`src/rtl/ring_hdr_pkg.sv`:
```
package ring_hdr_pkg;

  localparam int AW = 8;
  localparam int DW = 32;
  localparam int PW = 8;
  localparam int CW = 9;

  localparam logic [AW-1:0] OFS_SETUP   = 8'h00;
  localparam logic [AW-1:0] OFS_REC_SET = 8'h04;
  localparam logic [AW-1:0] OFS_CHUNK   = 8'h08;
  localparam logic [AW-1:0] OFS_ISTAT   = 8'h10;
  localparam logic [AW-1:0] OFS_IEN     = 8'h14;
  localparam logic [AW-1:0] OFS_ISIG    = 8'h18;
  localparam logic [AW-1:0] OFS_IFORCE  = 8'h1C;
  localparam logic [AW-1:0] OFS_RSTAT   = 8'h20;
  localparam logic [AW-1:0] OFS_RCTL    = 8'h24;
  localparam logic [AW-1:0] OFS_OPSW    = 8'h28;
  localparam logic [AW-1:0] OFS_OPHW    = 8'h2C;

  localparam int CB_REC_RDY  = 12;
  localparam int CB_XFER_OK  = 11;
  localparam int CB_RING_OP  = 10;
  localparam int CB_XFER_ERR = 9;
  localparam int CB_STOP_INS = 7;
  localparam int CB_REC_FULL = 6;
  localparam int CB_XFER_ABT = 5;

  localparam logic [DW-1:0] CAUSE_MASK = 32'h0000_1EE0;

  localparam int CTL_EN  = 0;
  localparam int CTL_RUN = 1;
  localparam int CTL_ABT = 2;

  typedef struct packed {
    logic locked;
    logic aborted;
    logic running;
    logic enabled;
  } ring_stat_t;

  function automatic logic [PW-1:0] ptr_next(input logic [PW-1:0] p,
                                             input logic [CW-1:0] n);
    logic [CW-1:0] s;
    s = {1'b0, p} + 1'b1;
    return (s == n) ? '0 : s[PW-1:0];
  endfunction

endpackage

```
`src/rtl/ring_ctrl_unit.sv`:
```
module ring_ctrl_unit
  import ring_hdr_pkg::*;
(
  input  logic             clk,
  input  logic             rst,
  input  logic             wr_en,
  input  logic [2:0]       wdata,
  output logic [2:0]       ctl_q,
  output ring_stat_t       stat,
  output logic             ring_run,
  output logic             ev_ring_op
);

  logic enabled_q;
  logic aborted_q;

  always_ff @(posedge clk) begin
    if (rst) begin
      ctl_q     <= '0;
      enabled_q <= 1'b0;
      aborted_q <= 1'b0;
    end else if (wr_en) begin
      ctl_q     <= wdata;
      enabled_q <= wdata[CTL_EN];
      if (wdata[CTL_ABT])
        aborted_q <= 1'b1;
      else if (wdata[CTL_EN])
        aborted_q <= 1'b0;
    end
  end

  assign ev_ring_op    = wr_en & (wdata[CTL_EN] | wdata[CTL_ABT]);
  assign ring_run      = enabled_q & ~aborted_q;
  assign stat.enabled  = enabled_q;
  assign stat.running  = ring_run;
  assign stat.aborted  = aborted_q;
  assign stat.locked   = aborted_q;

  AST_ABORT_HALTS: assert property (@(posedge clk) disable iff (rst)
    wr_en && wdata[CTL_ABT] |=> !ring_run && stat.aborted);

  AST_ENABLE_RESTARTS: assert property (@(posedge clk) disable iff (rst)
    wr_en && wdata[CTL_EN] && !wdata[CTL_ABT] |=> ring_run);

endmodule

```
`src/rtl/ring_ptr_unit.sv`:
```
module ring_ptr_unit
  import ring_hdr_pkg::*;
(
  input  logic           clk,
  input  logic           rst,
  input  logic           sw_wr,
  input  logic [23:0]    sw_wdata,
  input  logic [CW-1:0]  cmd_cnt,
  input  logic [PW-1:0]  rec_cnt,
  input  logic           ring_run,
  input  logic           hw_cmd_done,
  input  logic           hw_cmd_ioc,
  input  logic           hw_cmd_err,
  input  logic           hw_ibi_push,
  output logic [PW-1:0]  rec_deq,
  output logic [PW-1:0]  sw_deq,
  output logic [PW-1:0]  cmd_enq,
  output logic [PW-1:0]  hw_deq,
  output logic [PW-1:0]  rec_enq,
  output logic           cmd_full,
  output logic           ev_xfer_ok,
  output logic           ev_xfer_err,
  output logic           ev_rec_rdy,
  output logic           ev_rec_full
);

  logic          cmd_take;
  logic          rec_room;
  logic          rec_take;
  logic [PW-1:0] rec_nx;

  assign cmd_take = hw_cmd_done & ring_run & (hw_deq != cmd_enq);
  assign rec_nx   = ptr_next(rec_enq, {1'b0, rec_cnt});
  assign rec_room = (rec_nx != rec_deq);
  assign rec_take = hw_ibi_push & rec_room;

  always_ff @(posedge clk) begin
    if (rst) begin
      rec_deq <= '0;
      sw_deq  <= '0;
      cmd_enq <= '0;
    end else if (sw_wr) begin
      rec_deq <= sw_wdata[23:16];
      sw_deq  <= sw_wdata[15:8];
      cmd_enq <= sw_wdata[7:0];
    end
  end

  always_ff @(posedge clk) begin
    if (rst) begin
      hw_deq  <= '0;
      rec_enq <= '0;
    end else begin
      if (cmd_take) hw_deq  <= ptr_next(hw_deq, cmd_cnt);
      if (rec_take) rec_enq <= rec_nx;
    end
  end

  assign cmd_full    = (ptr_next(cmd_enq, cmd_cnt) == hw_deq);
  assign ev_xfer_ok  = cmd_take & hw_cmd_ioc;
  assign ev_xfer_err = cmd_take & hw_cmd_err;
  assign ev_rec_rdy  = rec_take;
  assign ev_rec_full = hw_ibi_push & ~rec_room;

  AST_EMPTY_HOLDS: assert property (@(posedge clk) disable iff (rst)
    hw_cmd_done && hw_deq == cmd_enq |=> $stable(hw_deq));

  AST_STOPPED_HOLDS: assert property (@(posedge clk) disable iff (rst)
    !ring_run |=> $stable(hw_deq));

  AST_REC_NO_OVERRUN: assert property (@(posedge clk) disable iff (rst)
    hw_ibi_push && !rec_room |=> $stable(rec_enq));

endmodule

```
`src/rtl/ring_irq_unit.sv`:
```
module ring_irq_unit
  import ring_hdr_pkg::*;
(
  input  logic           clk,
  input  logic           rst,
  input  logic [DW-1:0]  ev,
  input  logic           en_wr,
  input  logic           sig_wr,
  input  logic           stat_wr,
  input  logic           force_wr,
  input  logic [DW-1:0]  wdata,
  output logic [DW-1:0]  stat_q,
  output logic [DW-1:0]  en_q,
  output logic [DW-1:0]  sig_q,
  output logic           irq_o
);

  logic [DW-1:0] set_v;
  logic [DW-1:0] clr_v;

  assign set_v = ((ev & en_q) | (force_wr ? wdata : '0)) & CAUSE_MASK;
  assign clr_v = stat_wr ? wdata : '0;

  always_ff @(posedge clk) begin
    if (rst) begin
      stat_q <= '0;
      en_q   <= '0;
      sig_q  <= '0;
      irq_o  <= 1'b0;
    end else begin
      stat_q <= (stat_q & ~clr_v) | set_v;
      if (en_wr)  en_q  <= wdata & CAUSE_MASK;
      if (sig_wr) sig_q <= wdata & CAUSE_MASK;
      irq_o <= |(stat_q & sig_q);
    end
  end

  AST_W1C_CLEARS: assert property (@(posedge clk) disable iff (rst)
    stat_wr && ((ev & en_q) == '0) && !force_wr
      |=> (stat_q & $past(wdata) & CAUSE_MASK) == '0);

  AST_MASKED_CAUSE: assert property (@(posedge clk) disable iff (rst)
    !force_wr && en_q == '0 && stat_q == '0 |=> stat_q == '0);

  AST_IRQ_QUIET: assert property (@(posedge clk) disable iff (rst)
    (stat_q & sig_q) == '0 |=> !irq_o);

  AST_FORCE_SETS: assert property (@(posedge clk) disable iff (rst)
    force_wr && !stat_wr |=> (stat_q & $past(wdata) & CAUSE_MASK)
      == ($past(wdata) & CAUSE_MASK));

endmodule

```
`src/rtl/ring_hdr_regs.sv`:
```
module ring_hdr_regs
  import ring_hdr_pkg::*;
#(
  parameter int XFER_SZ = 16,
  parameter int RESP_SZ = 4,
  parameter int IBI_SZ  = 8
) (
  input  logic          clk,
  input  logic          rst,
  input  logic          bus_wr,
  input  logic          bus_rd,
  input  logic [7:0]    bus_addr,
  input  logic [31:0]   bus_wdata,
  output logic [31:0]   bus_rdata,
  input  logic          hw_cmd_done,
  input  logic          hw_cmd_ioc,
  input  logic          hw_cmd_err,
  input  logic          hw_ibi_push,
  output logic          cmd_full,
  output logic          irq
);

  localparam logic [7:0] XSZ = XFER_SZ[7:0];
  localparam logic [7:0] RSZ = RESP_SZ[7:0];
  localparam logic [7:0] ISZ = IBI_SZ[7:0];

  logic [CW-1:0] cmd_cnt_q;
  logic [PW-1:0] rec_cnt_q;
  logic [2:0]    chunk_sz_q;
  logic [9:0]    chunk_cnt_q;
  logic [DW-1:0] chunk_ctl_q;

  logic w_setup, w_rec, w_chunk, w_stat, w_en, w_sig, w_force, w_ctl, w_opsw;

  assign w_setup = bus_wr && bus_addr == OFS_SETUP;
  assign w_rec   = bus_wr && bus_addr == OFS_REC_SET;
  assign w_chunk = bus_wr && bus_addr == OFS_CHUNK;
  assign w_stat  = bus_wr && bus_addr == OFS_ISTAT;
  assign w_en    = bus_wr && bus_addr == OFS_IEN;
  assign w_sig   = bus_wr && bus_addr == OFS_ISIG;
  assign w_force = bus_wr && bus_addr == OFS_IFORCE;
  assign w_ctl   = bus_wr && bus_addr == OFS_RCTL;
  assign w_opsw  = bus_wr && bus_addr == OFS_OPSW;

  always_ff @(posedge clk) begin
    if (rst) begin
      cmd_cnt_q   <= '0;
      rec_cnt_q   <= '0;
      chunk_sz_q  <= '0;
      chunk_cnt_q <= '0;
      chunk_ctl_q <= '0;
    end else begin
      if (w_setup) cmd_cnt_q <= bus_wdata[CW-1:0];
      if (w_rec) begin
        rec_cnt_q   <= bus_wdata[23:16];
        chunk_sz_q  <= bus_wdata[12:10];
        chunk_cnt_q <= bus_wdata[9:0];
      end
      if (w_chunk) chunk_ctl_q <= bus_wdata;
    end
  end

  logic [2:0]  ctl_q;
  ring_stat_t  rstat;
  logic        ring_run;
  logic        ev_ring_op;

  ring_ctrl_unit u_ctrl (
    .clk        (clk),
    .rst        (rst),
    .wr_en      (w_ctl),
    .wdata      (bus_wdata[2:0]),
    .ctl_q      (ctl_q),
    .stat       (rstat),
    .ring_run   (ring_run),
    .ev_ring_op (ev_ring_op)
  );

  logic [PW-1:0] rec_deq, sw_deq, cmd_enq, hw_deq, rec_enq;
  logic          ev_xfer_ok, ev_xfer_err, ev_rec_rdy, ev_rec_full;

  ring_ptr_unit u_ptr (
    .clk         (clk),
    .rst         (rst),
    .sw_wr       (w_opsw),
    .sw_wdata    (bus_wdata[23:0]),
    .cmd_cnt     (cmd_cnt_q),
    .rec_cnt     (rec_cnt_q),
    .ring_run    (ring_run),
    .hw_cmd_done (hw_cmd_done),
    .hw_cmd_ioc  (hw_cmd_ioc),
    .hw_cmd_err  (hw_cmd_err),
    .hw_ibi_push (hw_ibi_push),
    .rec_deq     (rec_deq),
    .sw_deq      (sw_deq),
    .cmd_enq     (cmd_enq),
    .hw_deq      (hw_deq),
    .rec_enq     (rec_enq),
    .cmd_full    (cmd_full),
    .ev_xfer_ok  (ev_xfer_ok),
    .ev_xfer_err (ev_xfer_err),
    .ev_rec_rdy  (ev_rec_rdy),
    .ev_rec_full (ev_rec_full)
  );

  logic [DW-1:0] ev_vec;
  logic [DW-1:0] stat_q, en_q, sig_q;

  always_comb begin
    ev_vec              = '0;
    ev_vec[CB_REC_RDY]  = ev_rec_rdy;
    ev_vec[CB_XFER_OK]  = ev_xfer_ok;
    ev_vec[CB_RING_OP]  = ev_ring_op;
    ev_vec[CB_XFER_ERR] = ev_xfer_err;
    ev_vec[CB_REC_FULL] = ev_rec_full;
  end

  ring_irq_unit u_irq (
    .clk      (clk),
    .rst      (rst),
    .ev       (ev_vec),
    .en_wr    (w_en),
    .sig_wr   (w_sig),
    .stat_wr  (w_stat),
    .force_wr (w_force),
    .wdata    (bus_wdata),
    .stat_q   (stat_q),
    .en_q     (en_q),
    .sig_q    (sig_q),
    .irq_o    (irq)
  );

  always_ff @(posedge clk) begin
    if (rst) begin
      bus_rdata <= '0;
    end else if (bus_rd) begin
      case (bus_addr)
        OFS_SETUP:   bus_rdata <= {XSZ, RSZ, 7'b0, cmd_cnt_q};
        OFS_REC_SET: bus_rdata <= {ISZ, rec_cnt_q, 3'b0, chunk_sz_q, chunk_cnt_q};
        OFS_CHUNK:   bus_rdata <= chunk_ctl_q;
        OFS_ISTAT:   bus_rdata <= stat_q;
        OFS_IEN:     bus_rdata <= en_q;
        OFS_ISIG:    bus_rdata <= sig_q;
        OFS_RSTAT:   bus_rdata <= {28'b0, rstat};
        OFS_RCTL:    bus_rdata <= {29'b0, ctl_q};
        OFS_OPSW:    bus_rdata <= {8'b0, rec_deq, sw_deq, cmd_enq};
        OFS_OPHW:    bus_rdata <= {8'b0, rec_enq, 8'b0, hw_deq};
        default:     bus_rdata <= '0;
      endcase
    end
  end

  AST_FULL_NOT_EMPTY: assert property (@(posedge clk) disable iff (rst)
    cmd_full && cmd_cnt_q > 1 |-> hw_deq != cmd_enq);

endmodule

```
`config.mk`:
```
export PLATFORM = sky130hd
export DESIGN_NAME = ring_hdr_regs
export DESIGN_NICKNAME = d
export VERILOG_FILES = /design/src/rtl/ring_hdr_pkg.sv /design/src/rtl/ring_ctrl_unit.sv /design/src/rtl/ring_ptr_unit.sv /design/src/rtl/ring_irq_unit.sv /design/src/rtl/ring_hdr_regs.sv
export SDC_FILE = /design/constraint.sdc
export NUM_CORES = 1
export LEC_CHECK = 0
export BUFFER_PORTS_ARGS = -buffer_cell sky130_fd_sc_hd__buf_4
export CAP_MARGIN = 25
export CORE_MARGIN = 8
export CORE_UTILIZATION = 47
export DETAILED_ROUTE_END_ITERATION = 12
export PLACE_DENSITY = 0.65
export SYNTH_ARGS = -nofsm -noshare
export SYNTH_HDL_FRONTEND = slang
export SYNTH_HIERARCHICAL = 1
export SYNTH_SLANG_ARGS = --single-unit
```
`constraint.sdc`:
```
create_clock -name clk -period 5.53 [get_ports clk]
set_clock_uncertainty 0.2 [all_clocks]
set_input_delay 1.106 -clock clk [delete_from_list [all_inputs] [get_ports clk]]
set_output_delay 1.106 -clock clk [all_outputs]
set_load 0.005 [all_outputs]
```
==> impl_metrics.ini, run 1 <==
[timing]
setup_viol = 0
tightest_slew_ns = 1.050
hold_violations = 0
min_period_ns = 3.979
finalMaxSlewViolations = 0
rsz0062_at_grt = no
timing.final.ws_setup_ns = 1.551
hold_slack_ns = 0.2347
min_period_over_period_pct = 71.95
fin_setup_tns_ns = 0
fmax_mhz = 251.3
slew_headroom_pct = 29.48

[clock_network]
htree_levels = 4
cts_tree = yes
clkSlewWorstSetupHoldPaths_ns = 0.07
clock_latency_ns = 0.44
cts_hold_buf = 0
ctsLongestPathBuffers = 2
cts.sinks = 185
cts.repair.resized = 0
cts-root-buf = clkbuf_16
post_cts_buffers = 0
cts_buffers = 17

[grt]
grt_max_degree = 109
antenna_found_initial = 0
grt_pass1_wl_um = 48560
grt_util_all_layers_pct = 23.43
grt_pass1_vias = 8276
gr-total-overflow = 0

[pwr]
ir_drop_v = 0.0002225
power_frac_seq_pct = 45.5
p_sw_share_pct = 27.80
p_leak_nw = 3.918
p_int_mw = 2.152
p_clk_share_pct = 42.6
switchingPower_mw = 0.8287
power_density_nw_per_um2 = 265.2
power_mw = 2.981
power_frac_comb_pct = 11.9

[place]
place_area_um2 = 10630
place_hpwl_um = 21280
post-place-ws_ns = 1.653
gp_congestion = 0.8850
port_buffers = 81
placedCellCount = 1488

[setup_path]
cpMaxStageDelayCell = dfxtp_1
critPathCaptureType = output pin
crit_required_ns = 4.22
crit_top_cell = nand3_1
worstPathArrival_ns = 2.67
path_cells = ha_1 > nand3_1 > nor2_1 > xnor2_1 > nor3_1 > nand3_1 > o211ai_1 > o31a_1 > o22ai_1 > buf_4
worstSetupEndpoint = cmd_full
rr_worst_depth = 10
r2r-end = u_irq/stat_q[6]
startpoint = u_ptr/cmd_enq[0]
startpoint_type = flip-flop
path_max_fanout = 7
worstSetupPathType = reg -> out
rrSetupSlack_ns = 1.80
reg2reg_from = u_ptr/rec_enq[0]
cp_slowest_stage_delay_ns = 0.48

[run_status]
status = finished clean

[final_layout]
num_antenna_cells = 0
final_area_um2 = 11240
area_growth_pct = 9.926
most-common-layout-cells = dfxtp_1, nand2_1, buf_4
final_nets = 1279
final_core_util_pct = 51.98
stdcell_count = 1521
final_common_cell = dfxtp_1
drive_above_1_share_pct = 15.23

[routing]
wl_um = 31350
ant_nets = 0
num_vias = 8851
route.detailed.drc = 0
post_drt_wl_per_cell_um = 20.61
drt_first_iter_violations = 838
avgViaCountPerCell = 5.819
first_pass_iters = 5

[floorplan]
die_area_um2 = 26730
die_x_um = 163.5
coreArea_um2 = 21620
rows = 54
die_height_um = 163.5
ios = 82
start_util_pct = 47.29

[synthesis]
synth_ff_type = dfxtp_1
synth-seq-cells = 185
syn-instance-count = 1206
synth_area_per_cell_um2 = 8.477
ys_seq_area_share_pct = 36.23
synth_cell_types = 80
async_flop_share_pct = 0
synth_edf_count = 0
yosysWarningCount = 6
syn_area_um2 = 10220

[flow_run]
cap_violations = 0

[worst_hold_path]
worstHoldPathType = reg -> reg
## kinds of logic (layout without fill, tap and decap cells)
logic type	Yosys count	in the layout	synth area share [%]
other	2	52	0.07346
adders and majority gates	3	3	0.3672
muxes	88	88	8.983
xor gates and xnor gates	61	61	5.715
and+or+nand+nor	400	400	19.06
AOI/OAI and AO/OA	291	291	19.68
buffers and inverters	176	161	9.901
DFF	185	185	36.23
## state kept, by name (all words and copies together) (netlist names), 8 cells and up
register	flops
bus_rdata	32
chunk_ctl_q	32
u_irq/stat_q	32
chunk_cnt_q	10
cmd_cnt_q	9
rec_cnt_q	8
u_ptr/cmd_enq	8
u_ptr/hw_deq	8
u_ptr/rec_deq	8
u_ptr/rec_enq	8
u_ptr/sw_deq	8
## final cells by class
type,instances,area [µm²]
Fill cell,2037,10380
Multi-Input combinational cell,895,5715
Sequential cell,185,3704
Timing Repair Buffer,94,738.2
Clock buffer,19,442.9
Tap cell,280,350.3
Clock inverter,13,156.4
Inverter,35,131.4
## power groups by stage
stage	logic (mW)	clock network, mW	registers, mW
2_1_floorplan	0.262	0	1.38
3_3_place_gp	0.345	0	1.39
3_5_place_dp	0.346	0	1.39
4_1_cts	0.347	1.29	1.36
5_1_grt	0.381	1.34	1.36
6_report	0.355	1.27	1.36
## critical path: cells and delay by family (launching register included)
kind | cells | cell delay [ns]
flops | 1 | 0.48
buf+inv | 1 | 0.14
fa+ha+maj | 1 | 0.24
simple gates | 4 | 0.81
compound gates | 3 | 0.45
xor+xnor | 1 | 0.11
## routing by layer
| layer | up-vias | part of all wire (%) | GRT usage, % | routed length [µm] |
|---|---|---|---|---|
| li1 | 4240 | - | - | - |
| met2 | 378 | 44 | 34.52 | 13690 |
| met3 | 47 | 9.1 | 7.107 | 2865 |
| met5 | - | 0 | 0 | 0 |
| met4 | 0 | 2.2 | 8.306 | 689 |
| met1 | 4186 | 45 | 31.78 | 14100 |
## Yosys cell counts (9+ instances only)
library cell  instances  area share [%]
buf_6                10             1.1
nand3_1              50             2.4
buf_4                65             4.8
nor4_1                9            0.55
a32oi_1              14             1.2
o21ai_0              19            0.93
and3_1               13            0.80
o22ai_1              16            0.98
nor3_1                9            0.44
clkbuf_1             40             1.5
o21ai_1              13            0.64
dfxtp_1             185              36
nand2_1             184             6.8
a22oi_1              31             2.3
a211oi_1             28             2.1
xor2_1               22             1.9
inv_1                34             1.2
a21oi_1              83             4.1
a22o_1               10            0.86
mux2i_1              67             6.6
xnor2_1              35             3.0
a31oi_1              11            0.67
mux2_2               20             2.2
buf_2                25             1.2
a21oi_2              10            0.86
nor2_1               77             2.8
## worst min-delay path by stage
stage	startpoint	end	slack [ns]	cells past startpoint
3_3_place_gp	u_irq/stat_q[29]	u_irq/stat_q[29]	0.22	2
2_1_floorplan	u_irq/stat_q[29]	u_irq/stat_q[29]	0.21	2
6_report	u_irq/stat_q[14]	u_irq/stat_q[14]	0.23	2
5_1_grt	u_irq/stat_q[13]	u_irq/stat_q[13]	0.25	2
3_5_place_dp	u_irq/stat_q[29]	u_irq/stat_q[29]	0.22	2
4_1_cts	u_irq/stat_q[29]	u_irq/stat_q[29]	0.24	2
(Power assumes the default switching activity.)
==> inputs of run 2 (changes only) <==
--- a/config.mk
+++ b/config.mk
@@ -5,12 +5,13 @@
 export SDC_FILE = /design/constraint.sdc
 export NUM_CORES = 1
 export LEC_CHECK = 0
+export ABC_AREA = 1
 export BUFFER_PORTS_ARGS = -buffer_cell sky130_fd_sc_hd__buf_4
 export CAP_MARGIN = 25
 export CORE_MARGIN = 8
 export CORE_UTILIZATION = 47
 export DETAILED_ROUTE_END_ITERATION = 12
-export PLACE_DENSITY = 0.65
+export PLACE_DENSITY = 0.67
 export SYNTH_ARGS = -nofsm -noshare
 export SYNTH_HDL_FRONTEND = slang
 export SYNTH_HIERARCHICAL = 1
==> constraint.sdc (replaced) <==
create_clock -name clk -period 3.4 [get_ports clk]
set_clock_uncertainty 0.2 [all_clocks]
set_input_delay 0.68 -clock clk [delete_from_list [all_inputs] [get_ports clk]]
set_output_delay 0.68 -clock clk [all_outputs]
set_load 0.005 [all_outputs]
==> run 2 against run 1 <==
- worst hold slack improved by 0.0028 ns
- critical path depth rose by 2
- worst setup slack got worse by 1.4 ns
- die area rose by 0.64%
- critical endpoint unchanged
- first-iteration DRC count rose by 4.4%
- largest cell class unchanged
- final cell count rose by 24%
- clock power rose by 59%
- sequential share of layout area fell by 0.44 points
- synthesized area rose by 0.71%
- via count rose by 9.5%
- non-clock buffer count rose by 11
- utilization rose by 0.66 points
- highest routed layer unchanged
==> impl_metrics.ini, run 2 <==
[setup_path]
rr_worst_depth = 20
startpoint = u_ptr/cmd_enq[1]
worstSetupPathType = reg -> out
r2r-end = u_irq/stat_q[12]
startpoint_type = flip-flop
critPathCaptureType = output pin
rrSetupSlack_ns = 0.32
reg2reg_from = u_ptr/rec_enq[0]
worstPathArrival_ns = 2.38
path_max_fanout = 5
worstSetupEndpoint = cmd_full
crit_required_ns = 2.52

[timing]
finalMaxSlewViolations = 0
min_period_over_period_pct = 95.78
min_period_ns = 3.257
fmax_mhz = 307.1
rsz0062_at_grt = no
fin_setup_tns_ns = 0
setup_viol = 0
tightest_slew_ns = 1.067
hold_violations = 0
slew_headroom_pct = 28.78

[flow_run]
cap_violations = 0

[worst_hold_path]
worstHoldPathType = reg -> reg

[clock_network]
cts_tree = yes
clock_latency_ns = 0.44
cts_buffers = 17
clkSlewWorstSetupHoldPaths_ns = 0.07
cts-root-buf = clkbuf_16
ctsLongestPathBuffers = 2
htree_levels = 4
cts.sinks = 185

[synthesis]
synth_simple_gate_area_share_pct = 37.54
synth.area.top_cells = dfxtp_1, nand2_1, nor2_1, a21oi_1, buf_4
ys_seq_area_share_pct = 35.97
yosysTopAreaCellShare_pct = 35.97
async_flop_share_pct = 0
yosysMostFrequentCell = nand2_1
synth_edf_count = 0
synth_fa_ha_area_share_pct = 0.3646
synth-xor-area-share_pct = 3.488
synth_ff_type = dfxtp_1
syn_area_um2 = 10300
synth_top_family_by_area = simple AND/OR/NAND/NOR gates
synthTopCellsByCount = nand2_1, dfxtp_1, nor2_1
syn-instance-count = 1550
synth_top_cell_by_area = dfxtp_1
synth_area_per_cell_um2 = 6.643
synthMuxAreaShare_pct = 0
synth_cell_types = 43
synth-seq-cells = 185
yosysWarningCount = 6
synth-compound-area-share_pct = 10.79

[routing]
num_vias = 9692
wl_um = 29860
route.detailed.drc = 0
avgViaCountPerCell = 5.125
ant_nets = 0
post_drt_wl_per_cell_um = 15.79
drt_first_iter_violations = 875
first_pass_iters = 5

[grt]
grt_util_all_layers_pct = 22.32
grt_pass1_wl_um = 47730
gr-total-overflow = 0
antenna_found_initial = 0
grt_max_degree = 105
grt_pass1_vias = 9122

[floorplan]
start_util_pct = 47.47
rows = 54
die_height_um = 164.0
die_x_um = 164.0
ios = 82
die_area_um2 = 26900
coreArea_um2 = 21690

[pwr]
ir_drop_v = 0.0003216
p_leak_nw = 4.745
power_density_nw_per_um2 = 398.8

[final_layout]
num_antenna_cells = 0
final_nets = 1649
top_regs = bus_rdata x32, chunk_ctl_q x32, u_irq/stat_q x32
drive_above_1_share_pct = 13.66
area_growth_pct = 10.89
final_common_cell = nand2_1
final_core_util_pct = 52.64
most-common-layout-cells = nand2_1, dfxtp_1, nor2_1

[place]
place_hpwl_um = 20100
gp_congestion = 0.8732
port_buffers = 81

[run_status]
status = finished clean
run 2: area by class of cell:
| type | count | area, µm² |
|---|---|---|
| inverters | 89 | 336.6 |
| clock buffers | 17 | 425.4 |
| well taps | 280 | 350.3 |
| fillers | 2191 | 10270 |
| clock inverters | 15 | 171.4 |
| repair buffers | 105 | 833.3 |
| flip-flops and latches | 185 | 3712 |
| multi-input cells | 1200 | 5588 |
run 2: critical path, cell delays in order, from the launching register on:
cell,delay (ns)
dfxtp_4,0.37
ha_2,0.19
nand2_1,0.09
nor2_4,0.15
nand3_2,0.11
nand3b_1,0.20
xor2_1,0.15
nor3_1,0.13
nand4_1,0.15
a21oi_1,0.15
a21o_1,0.10
inv_1,0.03
buf_4,0.12
run 2: repair_timing:
| action | 4_1_cts | 5_1_grt |
|---|---|---|
| setup buffers | 0 | 3 |
| pin swaps | 0 | 3 |
| hold buffers | 0 | 0 |
| setup endpoints to repair | 1 | 1 |
| gates resized for setup | 3 | 7 |
run 2: kinds of logic (layout without fill, tap and decap cells):
logic type                 after synthesis  in the layout
buffers and inverters                  215            226
and+or+nand+nor                        914            914
xor gates and xnor gates                41             41
adders and majority gates                3              3
other                                    2             52
DFF                                    185            185
AOI/OAI and AO/OA                      190            190
run 2: worst min-delay path by stage:
stage	startpoint	to	depth (start not counted)
floorplan	u_irq/stat_q[29]	u_irq/stat_q[29]	2
global placement	u_irq/stat_q[8]	u_irq/stat_q[8]	2
detailed placement	u_irq/stat_q[18]	u_irq/stat_q[18]	2
CTS	u_irq/stat_q[18]	u_irq/stat_q[18]	2
global route	u_irq/stat_q[22]	u_irq/stat_q[22]	2
finish	u_irq/stat_q[18]	u_irq/stat_q[18]	2
run 2: where the power goes:
group / switching (mW) / leakage (nW) / total, mW / internal (mW)
Clock: 1.02 / 0.294 / 2.02 / 1.00
Combinational: 0.230 / 2.96 / 0.335 / 0.105
Sequential: 0.0214 / 1.49 / 2.20 / 2.18
run 2: metal layers:
metal | global-route usage [%] | share of wire, % | up-vias
met3 | 3.333 | 5.9 | 41
met4 | 7.645 | 2.2 | 0
li1 | - | - | 4891
met1 | 29.35 | 45 | 4476
met2 | 36.76 | 46 | 284
met5 | 0 | 0 | -
run 2: per-stage QoR:
step | instances | worst slack, ns | area [µm²] | total power, mW | hold WS, ns
after floorplan | 1600 | 0.6983 | 10480 | 2.495 | 0.2167
after global routing | 1891 | 0.005145 | 11420 | 4.688 | 0.2548
final | 1891 | 0.1434 | 11420 | 4.553 | 0.2375
after CTS | 1888 | 0.02346 | 11370 | 4.574 | 0.2386
after global placement | 1855 | 0.4226 | 10740 | 2.574 | 0.2234
after detailed placement | 1856 | 0.3587 | 10770 | 2.579 | 0.2261
